**src/rtl/aclip_pkg.sv**
```systemverilog
package aclip_pkg;

  // Linear peak level for a trip point given in dBm0 (full-scale sine = +3.14 dBm0)
  function automatic int unsigned trip_level(input int sel, input int dw);
    real db;
    real fs;
    case (sel)
      0:       db = -15.0;
      1:       db = -13.0;
      2:       db = -9.0;
      default: db = -7.0;
    endcase
    fs = real'((1 << (dw - 1)) - 1);
    return $rtoi(fs * (10.0 ** ((db - 3.14) / 20.0)) + 0.5);
  endfunction

  // Q1.15 linear gain for k half-decibel steps of attenuation
  function automatic int unsigned step_gain(input int k);
    return $rtoi(32768.0 * (10.0 ** (-(real'(k)) / 40.0)) + 0.5);
  endfunction

  localparam int GAIN_W = 17;

endpackage

```
**src/rtl/aclip_detector.sv**
```systemverilog
module aclip_detector #(
  parameter int DW = 16
) (
  input  logic          clk,
  input  logic          rst,
  input  logic [DW-1:0] sample_i,
  input  logic          sample_vld_i,
  input  logic [1:0]    thr_sel_i,
  input  logic          en_i,
  output logic [DW-1:0] det_sample_o,
  output logic          det_vld_o,
  output logic          det_loud_o,
  output logic          det_en_o
);
  import aclip_pkg::*;

  localparam int MAG_W = DW + 1;

  logic [MAG_W-1:0] trip_tab [4];
  logic [MAG_W-1:0] mag;
  logic [MAG_W-1:0] trip_sel;

  for (genvar g = 0; g < 4; g++) begin : g_trip
    localparam int unsigned TRIP = trip_level(g, DW);
    assign trip_tab[g] = MAG_W'(TRIP);
  end

  always_comb begin
    if (sample_i[DW-1]) mag = MAG_W'(~{sample_i[DW-1], sample_i}) + MAG_W'(1);
    else                mag = {1'b0, sample_i};
    trip_sel = trip_tab[thr_sel_i];
  end

  always_ff @(posedge clk) begin
    if (rst) begin
      det_sample_o <= '0;
      det_vld_o    <= 1'b0;
      det_loud_o   <= 1'b0;
      det_en_o     <= 1'b0;
    end else begin
      det_vld_o <= sample_vld_i;
      det_en_o  <= en_i;
      if (sample_vld_i) begin
        det_sample_o <= sample_i;
        det_loud_o   <= (mag > trip_sel);
      end
    end
  end

endmodule

```
**src/rtl/aclip_gain_ctrl.sv**
```systemverilog
module aclip_gain_ctrl #(
  parameter int MAX_STEPS = 24,
  parameter int REL_DIV0  = 2000,
  parameter int REL_DIV1  = 1000,
  parameter int REL_DIV2  = 258,
  parameter int REL_DIV3  = 129,
  parameter int AW        = $clog2(MAX_STEPS + 1)
) (
  input  logic          clk,
  input  logic          rst,
  input  logic          en_i,
  input  logic          tick_i,
  input  logic [1:0]    rel_sel_i,
  input  logic          attack_i,
  output logic [AW-1:0] atten_o
);

  localparam int DIV_MAX01 = (REL_DIV0 > REL_DIV1) ? REL_DIV0 : REL_DIV1;
  localparam int DIV_MAX23 = (REL_DIV2 > REL_DIV3) ? REL_DIV2 : REL_DIV3;
  localparam int DIV_MAX   = (DIV_MAX01 > DIV_MAX23) ? DIV_MAX01 : DIV_MAX23;
  localparam int CW        = $clog2(DIV_MAX + 1);
  localparam logic [AW-1:0] TOP = AW'(MAX_STEPS);

  logic [CW-1:0] tick_cnt;
  logic [CW-1:0] div_last;
  logic          rel_due;

  always_comb begin
    case (rel_sel_i)
      2'd0:    div_last = CW'(REL_DIV0 - 1);
      2'd1:    div_last = CW'(REL_DIV1 - 1);
      2'd2:    div_last = CW'(REL_DIV2 - 1);
      default: div_last = CW'(REL_DIV3 - 1);
    endcase
    rel_due = tick_i && (tick_cnt >= div_last);
  end

  always_ff @(posedge clk) begin
    if (rst || !en_i) begin
      atten_o  <= '0;
      tick_cnt <= '0;
    end else if (attack_i) begin
      tick_cnt <= '0;
      if (atten_o != TOP) atten_o <= atten_o + AW'(1);
    end else if (rel_due) begin
      tick_cnt <= '0;
      if (atten_o != '0) atten_o <= atten_o - AW'(1);
    end else if (tick_i) begin
      tick_cnt <= tick_cnt + CW'(1);
    end
  end

endmodule

```
**src/rtl/aclip_scaler.sv**
```systemverilog
module aclip_scaler #(
  parameter int DW        = 16,
  parameter int MAX_STEPS = 24,
  parameter int AW        = $clog2(MAX_STEPS + 1)
) (
  input  logic          clk,
  input  logic          rst,
  input  logic [DW-1:0] sample_i,
  input  logic          vld_i,
  input  logic          en_i,
  input  logic [AW-1:0] atten_i,
  output logic [DW-1:0] sample_o,
  output logic          vld_o
);
  import aclip_pkg::*;

  localparam int PW = DW + GAIN_W + 1;

  logic [GAIN_W-1:0]   gain_tab [MAX_STEPS+1];
  logic [GAIN_W-1:0]   gain;
  logic signed [PW-1:0] prod;
  logic signed [PW-1:0] shifted;

  for (genvar k = 0; k <= MAX_STEPS; k++) begin : g_gain
    localparam int unsigned G = step_gain(k);
    assign gain_tab[k] = GAIN_W'(G);
  end

  always_comb begin
    gain    = en_i ? gain_tab[atten_i] : gain_tab[0];
    prod    = PW'($signed(sample_i)) * $signed({1'b0, gain});
    shifted = prod >>> 15;
  end

  always_ff @(posedge clk) begin
    if (rst) begin
      sample_o <= '0;
      vld_o    <= 1'b0;
    end else begin
      vld_o <= vld_i;
      if (vld_i) sample_o <= shifted[DW-1:0];
    end
  end

endmodule

```
**src/rtl/anticlip_limiter.sv**
```systemverilog
module anticlip_limiter #(
  parameter int DW        = 16,
  parameter int MAX_STEPS = 24,
  parameter int REL_DIV0  = 2000,
  parameter int REL_DIV1  = 1000,
  parameter int REL_DIV2  = 258,
  parameter int REL_DIV3  = 129,
  parameter int AW        = $clog2(MAX_STEPS + 1)
) (
  input  logic          clk,
  input  logic          rst,
  input  logic [DW-1:0] sample_i,
  input  logic          sample_vld_i,
  input  logic [1:0]    thr_sel_i,
  input  logic [1:0]    rel_sel_i,
  input  logic          en_i,
  input  logic          tick_i,
  output logic [DW-1:0] sample_o,
  output logic          sample_vld_o,
  output logic [AW-1:0] atten_o
);

  logic [DW-1:0] det_sample;
  logic          det_vld;
  logic          det_loud;
  logic          det_en;
  logic          attack_req;

  aclip_detector #(.DW(DW)) u_det (
    .clk(clk), .rst(rst),
    .sample_i(sample_i), .sample_vld_i(sample_vld_i),
    .thr_sel_i(thr_sel_i), .en_i(en_i),
    .det_sample_o(det_sample), .det_vld_o(det_vld),
    .det_loud_o(det_loud), .det_en_o(det_en)
  );

  assign attack_req = det_vld & det_loud;

  aclip_gain_ctrl #(
    .MAX_STEPS(MAX_STEPS), .REL_DIV0(REL_DIV0), .REL_DIV1(REL_DIV1),
    .REL_DIV2(REL_DIV2), .REL_DIV3(REL_DIV3), .AW(AW)
  ) u_gain (
    .clk(clk), .rst(rst), .en_i(en_i), .tick_i(tick_i),
    .rel_sel_i(rel_sel_i), .attack_i(attack_req), .atten_o(atten_o)
  );

  aclip_scaler #(.DW(DW), .MAX_STEPS(MAX_STEPS), .AW(AW)) u_scale (
    .clk(clk), .rst(rst),
    .sample_i(det_sample), .vld_i(det_vld), .en_i(det_en),
    .atten_i(atten_o), .sample_o(sample_o), .vld_o(sample_vld_o)
  );

endmodule

```
**config.mk**
```make
export PLATFORM = sky130hd
export DESIGN_NAME = anticlip_limiter
export DESIGN_NICKNAME = d
export VERILOG_FILES = /design/src/rtl/aclip_pkg.sv /design/src/rtl/aclip_detector.sv /design/src/rtl/aclip_gain_ctrl.sv /design/src/rtl/aclip_scaler.sv /design/src/rtl/anticlip_limiter.sv
export SDC_FILE = /design/constraint.sdc
export NUM_CORES = 1
export LEC_CHECK = 0
export BUFFER_PORTS_ARGS = -buffer_cell sky130_fd_sc_hd__clkbuf_2
export CAP_MARGIN = 20
export CORE_MARGIN = 3
export CORE_UTILIZATION = 25
export DETAILED_ROUTE_END_ITERATION = 10
export PLACE_DENSITY = 0.48
export SETUP_SLACK_MARGIN = 0.15
export SLEW_MARGIN = 10
export SYNTH_ARGS = -nofsm -noshare
export SYNTH_HDL_FRONTEND = slang
export SYNTH_SLANG_ARGS = --single-unit
```
**constraint.sdc**
```tcl
create_clock -name clk -period 9.5 [get_ports clk]
set_clock_uncertainty 0.2 [all_clocks]
set_input_delay 1.425 -clock clk [delete_from_list [all_inputs] [get_ports clk]]
set_output_delay 1.425 -clock clk [all_outputs]
set_load 0.02 [all_outputs]
```
-- After elaboration in Yosys (flattened, before gate mapping)
Memories as Yosys holds them, arrays and structs flattened.
Cells that the tools add are included.
- register bits after elaboration: 52
- word-level logic and storage cells: 47
- memory bits (read-only): 544
- memories: 1
- output and inout bits: 22
- memory list (name ; words ; width ; read ports ; clocked after memory_dff ; write ports ; RTL line ; text):
    (no name shown) ; 32 ; 17 ; 1 ; 0 ; 0 ; aclip_scaler.sv:30 ; gain = en_i ? gain_tab[atten_i] : gain_tab[0];
- equality and inequality tests: 4
- $lt $le $gt $ge: 4
- reduce and logical (&&, ||, !) cells: 9
- multiplexer cells: 12
- $mul: 1
- add/sub/neg operators: 4
- bitwise operators: 4
- operators by type and width (kind ; count):
    $mux W17 ; 6
    $bmux W17 S2 ; 1
    $pmux W11 S3 ; 1
    $mul A16 B18 Y31 ; 1
    $mux W5 ; 4
    $add A17 B1 Y17 const B ; 1
    $gt A17 B17 Y1 ; 1
    $not A17 Y17 ; 1
    $add A11 B1 Y11 const B ; 1
    $ge A11 B11 Y1 ; 1
    $ge A6 B6 Y1 const B ; 1
    $not A5 Y6 ; 1
    $add A5 B1 Y5 const B ; 1
    $ne A5 B5 Y1 const B ; 1
    $reduce_bool A5 Y1 ; 1
    $sub A5 B1 Y5 const B ; 1
    $reduce_bool A2 Y1 ; 2
    $ge A3 B3 Y1 const B ; 1
    $not A2 Y3 ; 1
    $reduce_and A3 Y1 ; 1
    $reduce_or A3 Y1 ; 1
    $eq A2 B1 Y1 const B ; 1
    $eq A2 B2 Y1 const B ; 1
    $logic_not A2 Y1 ; 1
    other kinds (5) ; 5

-- Logic depth before layout (Yosys ltp)
- depth after elaboration: 6
- mapped depth: 31
- gate-level depth less buffers: 29

-- By module
Synthesis repeated with hierarchy kept, for this count alone.
- cells, all modules: 1379
- area total of the unflattened synthesis: 12016.5 µm²
- modules (own cells, without submodules) (module ; instances ; area each (µm²) ; sequential area each (µm²) ; cells each):
    aclip_scaler ; 1 ; 9560.4 ; 340.3 ; 1099
    aclip_detector ; 1 ; 1338.8 ; 380.4 ; 151
    aclip_gain_ctrl ; 1 ; 1111.1 ; 320.3 ; 128
    anticlip_limiter ; 1 ; 6.3 ; 0.0 ; 1

-- Worst setup path after synthesis
Ideal clock, no wire load.
- kind: flip-flop to flip-flop
- start point: reg u_gain.atten_o[0]
- end point: reg u_scale.sample_o[13]
- cell stages (with the launch flop): 28
- data required time: 9173 ps
- setup time: 127 ps
- data arrival time: 8046 ps
- period minus slack after synthesis: 8373 ps
- setup slack: 1127 ps
- cells stage by stage: dfxtp_1 -> clkbuf_1 -> inv_1 -> ha_1 -> clkbuf_1 -> o21ai_0 -> a2111oi_0 -> clkbuf_1 -> nand2_1 -> fa_1 -> fa_1 -> inv_1 -> fa_1 -> fa_1 -> fa_1 -> inv_1 -> fa_1 -> inv_1 -> ha_1 -> a21o_1 -> a21o_1 -> a21o_1 -> a21o_1 -> a31oi_4 -> o21ai_4 -> a211o_1 -> and4bb_1 -> or3_1
- longest elaborated chain between the ends: 6
- ends and longest elaborated chain (element ; RTL line ; text):
    from (decl) ; aclip_gain_ctrl.sv:15 ; output logic [AW-1:0] atten_o
    from (signal assigned) ; aclip_gain_ctrl.sv:44 ; if (atten_o != TOP) atten_o <= atten_o + AW'(1);
    from (signal assigned) ; aclip_gain_ctrl.sv:47 ; if (atten_o != '0) atten_o <= atten_o - AW'(1);
    $not A5 Y6 (not written as such) ; aclip_scaler.sv:30 ;
    $mem_v2 Z32 W17 ; n/a ;
    $mux W17 (not written as such) (2 in series) ; aclip_scaler.sv:30 ;
    $mux W17 ; aclip_scaler.sv:30 ;
    $mul A16 B18 Y31 ; aclip_scaler.sv:31 ; prod = PW'($signed(sample_i)) * $signed({1'b0, gain});
    to (signal assigned) ; aclip_scaler.sv:41 ; if (vld_i) sample_o <= shifted[DW-1:0];
    to (decl) ; aclip_scaler.sv:12 ; output logic [DW-1:0] sample_o,
Every way passes these cells. The select of a mux whose other input is x is not followed.
A chain may end at the register's enable or synchronous reset.

-- Worst setup path after layout
Same ends and word-level chain as after synthesis.

==> impl_metrics.sql <==
INSERT INTO impl_metrics (metric_group, metric, value, unit) VALUES
('die', 'chipWidth', '223', 'um'),
('flow_run', 'maximum_capacitance_violations', '0', ''),
('critical_path', 'max_stage_delay', '0.72', 'ns'),
('clock_network', 'clk-insertion-delay-late', '0.32', 'ns'),
('timing', 'worst_slack', '0.702', 'ns'),
('critical_path', 'r2r_slack', '0.70', 'ns'),
('clock_network', 'cts_tree', 'built', ''),
('grt', 'grt_pass1_wl', '52200', 'um'),
('hold_path', 'min_path_type', 'reg -> reg', ''),
('pwr', 'irDropWorstVdd', '0.0648', 'mV'),
('synth', 'yosys_warnings', '0', ''),
('pwr', 'static-leakage-power', '6.63', 'nW'),
('die', 'dieArea', '0.0496', 'mm2'),
('critical_path', 'worstPathArrival', '8.81', 'ns'),
('die', 'core_area', '0.0459', 'mm2'),
('timing', 'setup_violations', '0', ''),
('die', 'die_height', '223', 'um'),
('hold_path', 'hold_path.startpoint', 'u_scale.sample_o[10]', ''),
('clock_network', 'clk_transition_reported_paths', '0.09', 'ns'),
('drt', 'dr.first_iter.drc_count', '424', ''),
('critical_path', 'timing.setup.critical_path_class', 'reg -> reg', ''),
('synth', 'synth_edf_count', '0', ''),
('synth', 'synthDistinctLibCells', '59', ''),
('grt', 'grt_antenna_before_repair', '0', ''),
('timing', 'setup_repair_after_global_routing_missed_its_margin', 'no', ''),
('timing', 'maxClockFrequency', '114', 'MHz'),
('clock_network', 'cts-htree-levels', '2', ''),
('die', 'design.portCount', '47', ''),
('synth', 'postSynthRegisterBits', '52', ''),
('critical_path', 'timing.critical_path.slowest_stage_cell', 'sky130_fd_sc_hd__dfxtp_1', ''),
('clock_network', 'number_of_gates_given_a_new_drive_strength_after_cts', '0', ''),
('clock_network', 'numClockSinks', '52', ''),
('timing', 'post-route-min-period', '8.80', 'ns'),
('status', 'run_status', 'completed', ''),
('critical_path', 'timing.critical_path.to_type', 'flop', ''),
('synth', 'post_synth_instance_area', '0.0117', 'mm2'),
('synth', 'synth-async-reset-ratio', '0', ''),
('critical_path', 'critical_path.startpoint', 'u_gain.atten_o[0]', ''),
('clock_network', 'cts-root-to-sink-buffers', '2', ''),
('synth', 'synth_seq_area_share', '0.0886', ''),
('critical_path', 'critPathRequiredTime', '9.51', 'ns'),
('critical_path', 'crit_path_max_fanout', '17', ''),
('timing', 'final_hold_viol_count', '0', ''),
('drt', 'drt_pass1_iterations', '5', ''),
('timing', 'finalSetupTns', '0', 'ns'),
('clock_network', 'tritoncts.num_buffers', '5', ''),
('layout', 'drive_above_1_share', '0.0688', ''),
('grt', 'first_global_vias', '9740', ''),
('drt', 'post_drt_wl_per_cell', '15.4', 'um'),
('die', 'initial_utilization', '0.256', ''),
('drt', 'via_count', '8801', ''),
('critical_path', 'worstReg2RegStart', 'u_gain.atten_o[0]', ''),
('critical_path', 'startpoint_type', 'flop', ''),
('placed_design', 'place.port_buffers', '46', ''),
('placed_design', 'place.gp.congestion', '0.837', ''),
('grt', 'globalRouteTotalUtil', '0.130', ''),
('timing', 'maxSlewHeadroom', '0.412', ''),
('drt', 'detail_route.vias_per_cell', '4.44', ''),
('synth', 'syn_inst', '1359', ''),
('placed_design', 'dp.cells', '1973', ''),
('die', 'placement_rows', '78', ''),
('layout', 'num_antenna_cells', '0', ''),
('timing', 'timing_max_transition_violations_final', '0', ''),
('synth', 'synth_nets', '1727', ''),
('placed_design', 'hpwl', '24900', 'um'),
('layout', 'syn2layout_area_growth', '9.60', '%'),
('drt', 'antenna_violation_net_count_after_detailed_routing', '0', ''),
('grt', 'globalRouteOverflowTotal', '0', ''),
('synth', 'synth_flop_cell', 'sky130_fd_sc_hd__dfxtp_1', ''),
('pwr', 'power_dens_cells', '49.2', 'mW/mm2'),
('layout', 'design.final.nets', '1748', ''),
('clock_network', 'post-cts-setup-buffer-count', '0', ''),
('timing', 'finalHoldWorstSlack', '0.268', 'ns'),
('grt', 'grt_max_degree', '41', ''),
('timing', 'worst-slew-pin-transition', '0.881', 'ns'),
('drt', 'detail_route.drc_violations', '0', ''),
('timing', 'layout_worst_path_cycle_share', '0.926', ''),
('layout', 'final_cell_count_no_fill', '1981', ''),
('clock_network', 'post_cts_hold_buffer_count', '0', ''),
('drt', 'routed_wirelength', '30500', 'um'),
('clock_network', 'ctsRootBufferMaster', 'sky130_fd_sc_hd__clkbuf_16', ''),
('placed_design', 'dp_worst_setup_slack', '0.766', 'ns'),
('synth', 'avgSynthCellArea', '8.65', 'um2');
## power breakdown
group	leakage (nW)	switching (mW)	internal, mW
sequential	0.425	0.0193	0.227
combinational	6.13	0.107	0.0731
clock	0.0767	0.105	0.102
total	6.63	0.231	0.402
## worst max-delay path: cells and delay by family, from the launching register on
| family | cells | cell delay (ns) |
|---|---|---|
| adders and majority gates | 8 | 3.76 |
| and+or+nand+nor | 5 | 1.43 |
| DFF | 1 | 0.72 |
| AOI/OAI and AO/OA | 9 | 2.11 |
| buffers and inverters | 6 | 0.48 |
## state kept, by name, summed over array words and instances, names as in the netlist
signal,cells
u_det.det_vld_o,1
u_scale.sample_o,16
u_gain.tick_cnt,11
u_det.det_loud_o,1
u_gain.atten_o,5
u_det.det_sample_o,16
u_det.det_en_o,1
u_scale.vld_o,1
## layout make-up
type | instances | area, um2
inverters | 263 | 987
fillers | 4975 | 33000
clock inverters | 3 | 28.8
multi-input cells | 983 | 9500
flip-flops and latches | 52 | 1040
well taps | 600 | 751
repair buffers | 75 | 448
clock buffers | 5 | 125
## path summary, 6_finish.rpt
path,end,cells past startpoint
max,u_scale.sample_o[13],28
min,u_scale.sample_o[10],2
max reg2reg,u_scale.sample_o[13],28
min reg2reg,u_scale.sample_o[10],2
## layout by cell type (no fill, tap or decap), drive strengths merged, types with 18 or more instances in the layout
| master | count |
|---|---|
| a21oi | 31 |
| and2 | 105 |
| and3 | 37 |
| buf | 29 |
| clkbuf | 51 |
| dfxtp | 52 |
| fa | 194 |
| ha | 149 |
| inv | 266 |
| mux2i | 30 |
| nand2 | 152 |
| nand2b | 18 |
| nor2 | 81 |
| o21ai | 27 |
| xnor2 | 29 |
## layer usage
metal	vias up	GRT usage	share of wire
met1	4392	0.170	0.46
met4	0	0.0238	0.011
met2	128	0.235	0.50
li1	4265	-	-
met5	-	0	0
met3	16	0.0136	0.032
## synth_stat cells, drive strengths merged (2+ instances only)
library cell  count  area share
nand4             5      0.0027
and2            105       0.056
inv             263       0.084
o211a             2      0.0017
nor3              8      0.0034
a311oi            2      0.0015
and3             37       0.020
buf               7      0.0024
dfxtp            52       0.089
fa              194        0.33
clkbuf           54       0.017
a21o             16       0.010
a22oi             2      0.0013
a211oi            7      0.0045
o21ai            27       0.013
o22ai             9      0.0048
a31oi             7      0.0055
xor2             16       0.012
or3               5      0.0027
nand2           152       0.049
a21oi            31       0.013
o211ai            6      0.0038
nand2b           18      0.0096
o41ai             3      0.0029
o31ai             3      0.0019
ha              149        0.16
nand3             8      0.0034
mux2              2      0.0019
nor2b             7      0.0037
mux2i            30       0.026
xnor2            29       0.022
nor2             81       0.026
a211o             4      0.0030
## through the flow
| stage | utilization | instance area, um2 | total power, mW |
|---|---|---|---|
| floorplan | - | 11700 | 0.369 |
| global placement | 0.277 | 12700 | 0.431 |
| detailed placement | 0.277 | 12700 | 0.433 |
| CTS | 0.281 | 12900 | 0.651 |
| global route | 0.281 | 12900 | 0.681 |
| finish | 0.281 | 12900 | 0.633 |
## logic make-up (layout without fill, tap and decap cells)
kind of cell    after synthesis  after routing  share of synthesized area
simple gates                435            435                      0.182
buf+inv                     324            346                      0.104
xor+xnor                     45             45                     0.0335
mux                          33             33                     0.0294
fa+ha+maj                   343            343                      0.489
compound gates              127            127                     0.0735
flops                        52             52                     0.0886
Note: power is estimated with default switching activity, not from simulation.
